==> config.mk <==
export PLATFORM = sky130hd
export DESIGN_NAME = pkt_ready_tracker
export DESIGN_NICKNAME = d
export VERILOG_FILES = /design/src/rtl/pkt_trk_pkg.sv /design/src/rtl/pkt_mode_gate.sv /design/src/rtl/pkt_marker_decode.sv /design/src/rtl/pkt_q_counter.sv /design/src/rtl/pkt_ready_tracker.sv
export SDC_FILE = /design/constraint.sdc
export NUM_CORES = 1
export LEC_CHECK = 0
export BUFFER_PORTS_ARGS = -buffer_cell sky130_fd_sc_hd__buf_2
export CAP_MARGIN = 15
export CORE_ASPECT_RATIO = 0.6
export CORE_MARGIN = 2
export CORE_UTILIZATION = 46
export CTS_CLUSTER_SIZE = 8
export DETAILED_ROUTE_END_ITERATION = 10
export HOLD_SLACK_MARGIN = 0.1
export PLACE_DENSITY = 0.95
export SLEW_MARGIN = 20
export SYNTH_ARGS = -nofsm -noshare
export SYNTH_HDL_FRONTEND = slang
export SYNTH_SLANG_ARGS = --single-unit
==> constraint.sdc <==
create_clock -name clk -period 5.3 [get_ports clk]
set_clock_uncertainty 0.15 [all_clocks]
set_input_delay 1.06 -clock clk [delete_from_list [all_inputs] [get_ports clk]]
set_output_delay 1.06 -clock clk [all_outputs]
set_load 0.05 [all_outputs]
==> src/rtl/pkt_trk_pkg.sv <==
package pkt_trk_pkg;

   typedef enum logic [1:0] {
      PW_NARROW9  = 2'b00,
      PW_NARROW18 = 2'b01,
      PW_FULL36   = 2'b10,
      PW_RSVD     = 2'b11
   } port_width_e;

   function automatic logic widths_allow_pkt(input logic [1:0] wr_w, input logic [1:0] rd_w);
      return (port_width_e'(wr_w) == PW_FULL36) && (port_width_e'(rd_w) == PW_FULL36);
   endfunction

endpackage

==> src/rtl/pkt_mode_gate.sv <==
module pkt_mode_gate
   import pkt_trk_pkg::*;
(
   input  logic       clk,
   input  logic       rst_n,
   input  logic       cfg_load,
   input  logic       cfg_pkt_mode,
   input  logic [1:0] cfg_wr_width,
   input  logic [1:0] cfg_rd_width,
   output logic       mode_on,
   output logic       clr_counts
);

   logic accept;

   assign accept     = cfg_pkt_mode && widths_allow_pkt(cfg_wr_width, cfg_rd_width);
   assign clr_counts = cfg_load;

   always_ff @(posedge clk or negedge rst_n) begin
      if (!rst_n)        mode_on <= 1'b0;
      else if (cfg_load) mode_on <= accept;
   end

   // a load takes the mode only with both ports at full width
   a_r1_width_gate: assert property (@(posedge clk) disable iff (!rst_n)
      cfg_load |=> (mode_on == $past(cfg_pkt_mode && cfg_wr_width == 2'b10 && cfg_rd_width == 2'b10)));

   // without a load the mode holds
   a_r1_mode_hold: assert property (@(posedge clk) disable iff (!rst_n)
      !cfg_load |=> $stable(mode_on));

endmodule

==> src/rtl/pkt_marker_decode.sv <==
module pkt_marker_decode #(
   parameter int NUM_Q  = 4,
   parameter int DATA_W = 36,
   localparam int QW    = (NUM_Q > 1) ? $clog2(NUM_Q) : 1,
   localparam int EOP_B = DATA_W - 1
) (
   input  logic              mode_on,
   input  logic              wr_en,
   input  logic [QW-1:0]     wr_q,
   input  logic [DATA_W-1:0] wr_data,
   input  logic              rd_en,
   input  logic [QW-1:0]     rd_sel,
   input  logic [DATA_W-1:0] rd_data,
   output logic [NUM_Q-1:0]  inc,
   output logic [NUM_Q-1:0]  dec
);

   logic wr_close, rd_close;

   // only the end marker moves a count; the start marker is informational
   assign wr_close = mode_on && wr_en && wr_data[EOP_B];
   assign rd_close = mode_on && rd_en && rd_data[EOP_B];

   for (genvar q = 0; q < NUM_Q; q++) begin : g_q
      assign inc[q] = wr_close && (wr_q == QW'(q));
      assign dec[q] = rd_close && (rd_sel == QW'(q));
   end

endmodule

==> src/rtl/pkt_q_counter.sv <==
module pkt_q_counter #(
   parameter int MAX_PKTS = 8,
   localparam int CNT_W   = $clog2(MAX_PKTS + 1)
) (
   input  logic clk,
   input  logic rst_n,
   input  logic clr,
   input  logic inc,
   input  logic dec,
   output logic nonzero
);

   logic [CNT_W-1:0] cnt;
   logic             at_max, at_zero;

   assign at_max  = (cnt == CNT_W'(MAX_PKTS));
   assign at_zero = (cnt == '0);
   assign nonzero = !at_zero;

   always_ff @(posedge clk or negedge rst_n) begin
      if (!rst_n)                          cnt <= '0;
      else if (clr)                        cnt <= '0;
      else if (inc && !dec && !at_max)     cnt <= cnt + CNT_W'(1);
      else if (dec && !inc && !at_zero)    cnt <= cnt - CNT_W'(1);
   end

   // a lone close on write adds one below the limit
   a_r2_count_up: assert property (@(posedge clk) disable iff (!rst_n)
      (inc && !dec && !clr && cnt < CNT_W'(MAX_PKTS)) |=> (cnt == $past(cnt) + CNT_W'(1)));

   // a lone close on read removes one above zero
   a_r3_count_down: assert property (@(posedge clk) disable iff (!rst_n)
      (dec && !inc && !clr && cnt != '0) |=> (cnt == $past(cnt) - CNT_W'(1)));

   // simultaneous close on both sides is neutral
   a_r4_balanced: assert property (@(posedge clk) disable iff (!rst_n)
      (inc && dec && !clr) |=> $stable(cnt));

   // a load empties the counter
   a_r8_clear: assert property (@(posedge clk) disable iff (!rst_n)
      clr |=> (cnt == '0));

   // never beyond the limit
   a_r9_no_overflow: assert property (@(posedge clk) disable iff (!rst_n)
      cnt <= CNT_W'(MAX_PKTS));

   // a read close at zero stays at zero
   a_r10_floor: assert property (@(posedge clk) disable iff (!rst_n)
      (dec && !inc && !clr && cnt == '0) |=> (cnt == '0));

endmodule

==> src/rtl/pkt_ready_tracker.sv <==
module pkt_ready_tracker #(
   parameter int NUM_Q    = 4,
   parameter int DATA_W   = 36,
   parameter int MAX_PKTS = 8,
   localparam int QW      = (NUM_Q > 1) ? $clog2(NUM_Q) : 1
) (
   input  logic              clk,
   input  logic              rst_n,
   input  logic              cfg_load,
   input  logic              cfg_pkt_mode,
   input  logic [1:0]        cfg_wr_width,
   input  logic [1:0]        cfg_rd_width,
   input  logic              wr_en,
   input  logic [QW-1:0]     wr_q,
   input  logic [DATA_W-1:0] wr_data,
   input  logic              rd_en,
   input  logic [QW-1:0]     rd_sel,
   input  logic [DATA_W-1:0] rd_data,
   input  logic [NUM_Q-1:0]  ae_in,
   output logic              pkt_mode_on,
   output logic              pkt_ready,
   output logic [NUM_Q-1:0]  q_status
);

   if (NUM_Q < 1) begin : g_bad_nq
      $error("pkt_ready_tracker: NUM_Q must be at least 1");
   end
   if (DATA_W < 3) begin : g_bad_dw
      $error("pkt_ready_tracker: DATA_W must hold two markers and data");
   end
   if (MAX_PKTS < 1) begin : g_bad_max
      $error("pkt_ready_tracker: MAX_PKTS must be at least 1");
   end

   logic             clr_counts;
   logic [NUM_Q-1:0] inc, dec, has_pkt;

   pkt_mode_gate u_gate (
      .clk          (clk),
      .rst_n        (rst_n),
      .cfg_load     (cfg_load),
      .cfg_pkt_mode (cfg_pkt_mode),
      .cfg_wr_width (cfg_wr_width),
      .cfg_rd_width (cfg_rd_width),
      .mode_on      (pkt_mode_on),
      .clr_counts   (clr_counts)
   );

   pkt_marker_decode #(.NUM_Q(NUM_Q), .DATA_W(DATA_W)) u_dec (
      .mode_on (pkt_mode_on),
      .wr_en   (wr_en),
      .wr_q    (wr_q),
      .wr_data (wr_data),
      .rd_en   (rd_en),
      .rd_sel  (rd_sel),
      .rd_data (rd_data),
      .inc     (inc),
      .dec     (dec)
   );

   for (genvar q = 0; q < NUM_Q; q++) begin : g_cnt
      pkt_q_counter #(.MAX_PKTS(MAX_PKTS)) u_cnt (
         .clk     (clk),
         .rst_n   (rst_n),
         .clr     (clr_counts),
         .inc     (inc[q]),
         .dec     (dec[q]),
         .nonzero (has_pkt[q])
      );
      assign q_status[q] = pkt_mode_on ? has_pkt[q] : ae_in[q];
   end

   if (NUM_Q == (1 << QW)) begin : g_full_sel
      assign pkt_ready = pkt_mode_on && has_pkt[rd_sel];
   end else begin : g_part_sel
      assign pkt_ready = pkt_mode_on && (32'(rd_sel) < NUM_Q) && has_pkt[rd_sel];
   end

   // readiness only exists in packet mode
   a_r6_ready_needs_mode: assert property (@(posedge clk) disable iff (!rst_n)
      pkt_ready |-> pkt_mode_on);

   // outside packet mode the status bus carries the levels
   a_r7_passthrough: assert property (@(posedge clk) disable iff (!rst_n)
      !pkt_mode_on |-> (q_status == ae_in));

   // no counting while the mode is off
   a_r11_idle_counts: assert property (@(posedge clk) disable iff (!rst_n)
      !pkt_mode_on |-> (inc == '0 && dec == '0));

endmodule

==> summary.md <==
| Metric | Value |
|---|---|
| Status | finished clean |
| Synth Cell Area | ~1500 um2 |
| Share of cells above drive strength 1 | between 20 and 25% |
| PD cells | 192 nW/um2 |
| Post-route minimum period | 3.44 ns |
| CTS tree | done |
| Final Hold Vio Count | 0 |
| WP data required | 4.09 ns |
| Die width | 78.4 um |
| Die H | 48.6 um |
| I/O Buffers | 25 |
| Worst-Margin Slew | around 0.74 ns |
| Most frequent cells in the layout | buf_2 (25), nor2_1 (20), dfrtp_1 (17), inv_1 (15), a21oi_1 (11) |
| Final Net Count | approximately 300 |
| Placed inst area | about 1700 um2 |
| YS warnings | 0 |
| CTS max path bufs | 2 |
| Critical path startpoint category | primary input |
| Clock sink count | 17 |
| Final period utilization | between 60% and 70% |
| Finished Layout Cells | 238 |
| GRT Util Overall | roughly 19% |
| Core Region | ~3200 um2 |
| Hpwl dp | roughly 2600 um |
| Layout area overhead | 13.0% |
| Final setup vio count | 0 |
| Post-Route Setup TNS | 0 ns |
| Routed len/inst | about 15 um |
| Clock-pin slew on the worst setup and hold paths | ~0.070 ns |
| Max Cap Violations | 0 |
| Post-CTS Hold Buffers | 0 |
| Min-Delay Path Class | reg2reg |
| Fmax | a little under 300 MHz |
| Largest net degree at the start of global routing | 23 |
| Initial drt markers | 91 |
| Antenna Cells | 0 |
| First-pass GRT wire length | about 5900 um |
| Synth unique cells | 39 |
| Grt total ovfl | 0 |
| Mean Syn Cell Area | slightly above 9 um2 |
| Utilization after layout | 53.5% |
| Worst slew margin | about half |
| Vias | roughly 1400 |
| H-Tree Depth | 1 |
| Vias in the first global route | about 1300 |
| Root Buffer | clkbuf_8 |
| CTS Buf Count | 3 |
| DR vias/cell | around 6 |
| RSZ-0062 raised after global routing | no |
| Max Slew Vio Count | 0 |
| Fill cells | slightly below 300 |
| Most common cell after layout, fill and taps aside | buf_2 |
| Syn_nets | 270 |
| P_leak | a little under 0.8 nW |
| Placed Cells | approximately 230 |
| Setup crit end kind | output port |
| Post-DRT Antenna Nets | 0 |
| Yosys reg bits | 17 |
| Die footprint | approximately 3800 um2 |
| Rows | 16 |
| Post-route cell area | roughly 1700 um2 |
| Register area share after synthesis | approximately 28% |
| Gpl congestion | approximately 0.86 |
| Crit path DAT | 2.23 ns |
| Peak VDD IR | 0.133 mV |
| Post-cts gate resize count | 0 |
| Pre-antenna DRT Iters | 4 |
| Initial antenna violation count | 0 |
| DRC | 0 |
| Synth Instances | around 170 |
| Clk Latency, worst-skew pair | 0.26 ns |
| CP Class | in2out |
| CP max FO | 5 |
| Starting Density | around 47% |
| Routed wire length | around 3500 um |
| Total power | about 0.33 mW |
| Setup Fix Bufs, Post-CTS | 0 |
| IO Pins | 96 |
-- through the flow --
stage / worst slack, ns / hold slack (ns)
finish: 1.86 / 0.412
global route: 1.67 / 0.437
CTS: 1.85 / 0.413
detailed placement: 1.66 / 0.396
global placement: 1.72 / 0.380
floorplan: 1.76 / 0.358
-- routing by layer --
metal	track usage [%]	up-vias	wire, um
li1	-	672	-
met4	4.97	0	20
met3	5.41	6	290
met1	25.8	659	1570
met5	0	-	0
met2	31.6	62	1600
-- power by group --
part / total (mW) / internal, mW / switching (mW) / leakage (nW)
clock: 0.101 / 0.0535 / 0.0473 / 0.0228
sequential: 0.145 / 0.137 / 0.00881 / 0.234
combinational: 0.0850 / 0.0341 / 0.0510 / 0.519
total: 0.331 / 0.224 / 0.107 / 0.776
-- registers in the layout, indices dropped and copies added, names as in the netlist --
signal	flops
g_cnt.u_cnt.cnt	16
u_gate.mode_on	1
-- Yosys cell counts, drive strengths merged --
library cell,instances,share of area [%]
a211oi,7,4.8
a21o,4,2.0
a21oi,11,3.6
a221oi,4,2.3
a31o,1,0.57
and4,4,2.4
and4b,2,1.3
buf,4,1.8
dfrtp,17,28
fa,4,5.2
ha,8,6.6
inv,15,3.7
mux2,4,3.0
mux2i,3,2.0
mux4,1,1.5
nand2,7,1.7
nand2b,3,1.2
nand3,3,0.98
nand4,4,1.6
nand4b,3,1.7
nor2,20,4.9
nor2b,6,2.5
nor3,3,0.98
nor3b,1,0.49
nor4,5,2.0
o211a,1,0.66
o211ai,3,2.5
o21ai,4,1.3
o221ai,3,1.7
or2,2,0.82
or3,2,0.82
or4b,2,1.6
xnor2,6,3.4
xor2,1,0.57
-- final timing paths --
check / slack [ns] / end / depth (start not counted) / startpoint
worst max-delay path: 1.86 / pkt_ready / 5 / rd_sel[0]
worst min-delay path: 0.41 / g_cnt[3].u_cnt.cnt[3] / 1 / g_cnt[3].u_cnt.cnt[3]
worst max register to register: 2.07 / g_cnt[3].u_cnt.cnt[3] / 10 / u_gate.mode_on
worst min register to register: 0.41 / g_cnt[3].u_cnt.cnt[3] / 1 / g_cnt[3].u_cnt.cnt[3]
max in group asynchronous: 4.12 / g_cnt[2].u_cnt.cnt[0] / 1 / rst_n
min in group asynchronous: 0.58 / g_cnt[0].u_cnt.cnt[1] / 1 / rst_n
-- area by class of cell --
type | count | area (um2) | share of cell area, %
inverters | 15 | 56.3 | 3.26
multi-input cells | 132 | 1020 | 59.0
repair buffers | 25 | 125 | 7.25
well taps | 45 | 56.3 | 3.26
clock buffers | 4 | 45.0 | 2.61
flip-flops and latches | 17 | 425 | 24.7
-- critical path, stage by stage --
cell and delay (ns):
buf_2 0.13, inv_1 0.15, mux4_2 0.51, nor2_1 0.11
buf_2 0.27
-- cell families after synthesis --
logic type / synth area share [%]
buffers and inverters: 5.49
muxes: 6.39
xor gates and xnor gates: 4.02
and+or+nand+nor: 25.1
AOI/OAI and AO/OA: 19.3
adders and majority gates: 11.8
DFF: 27.9
Note: power is estimated with default switching activity, not from simulation.
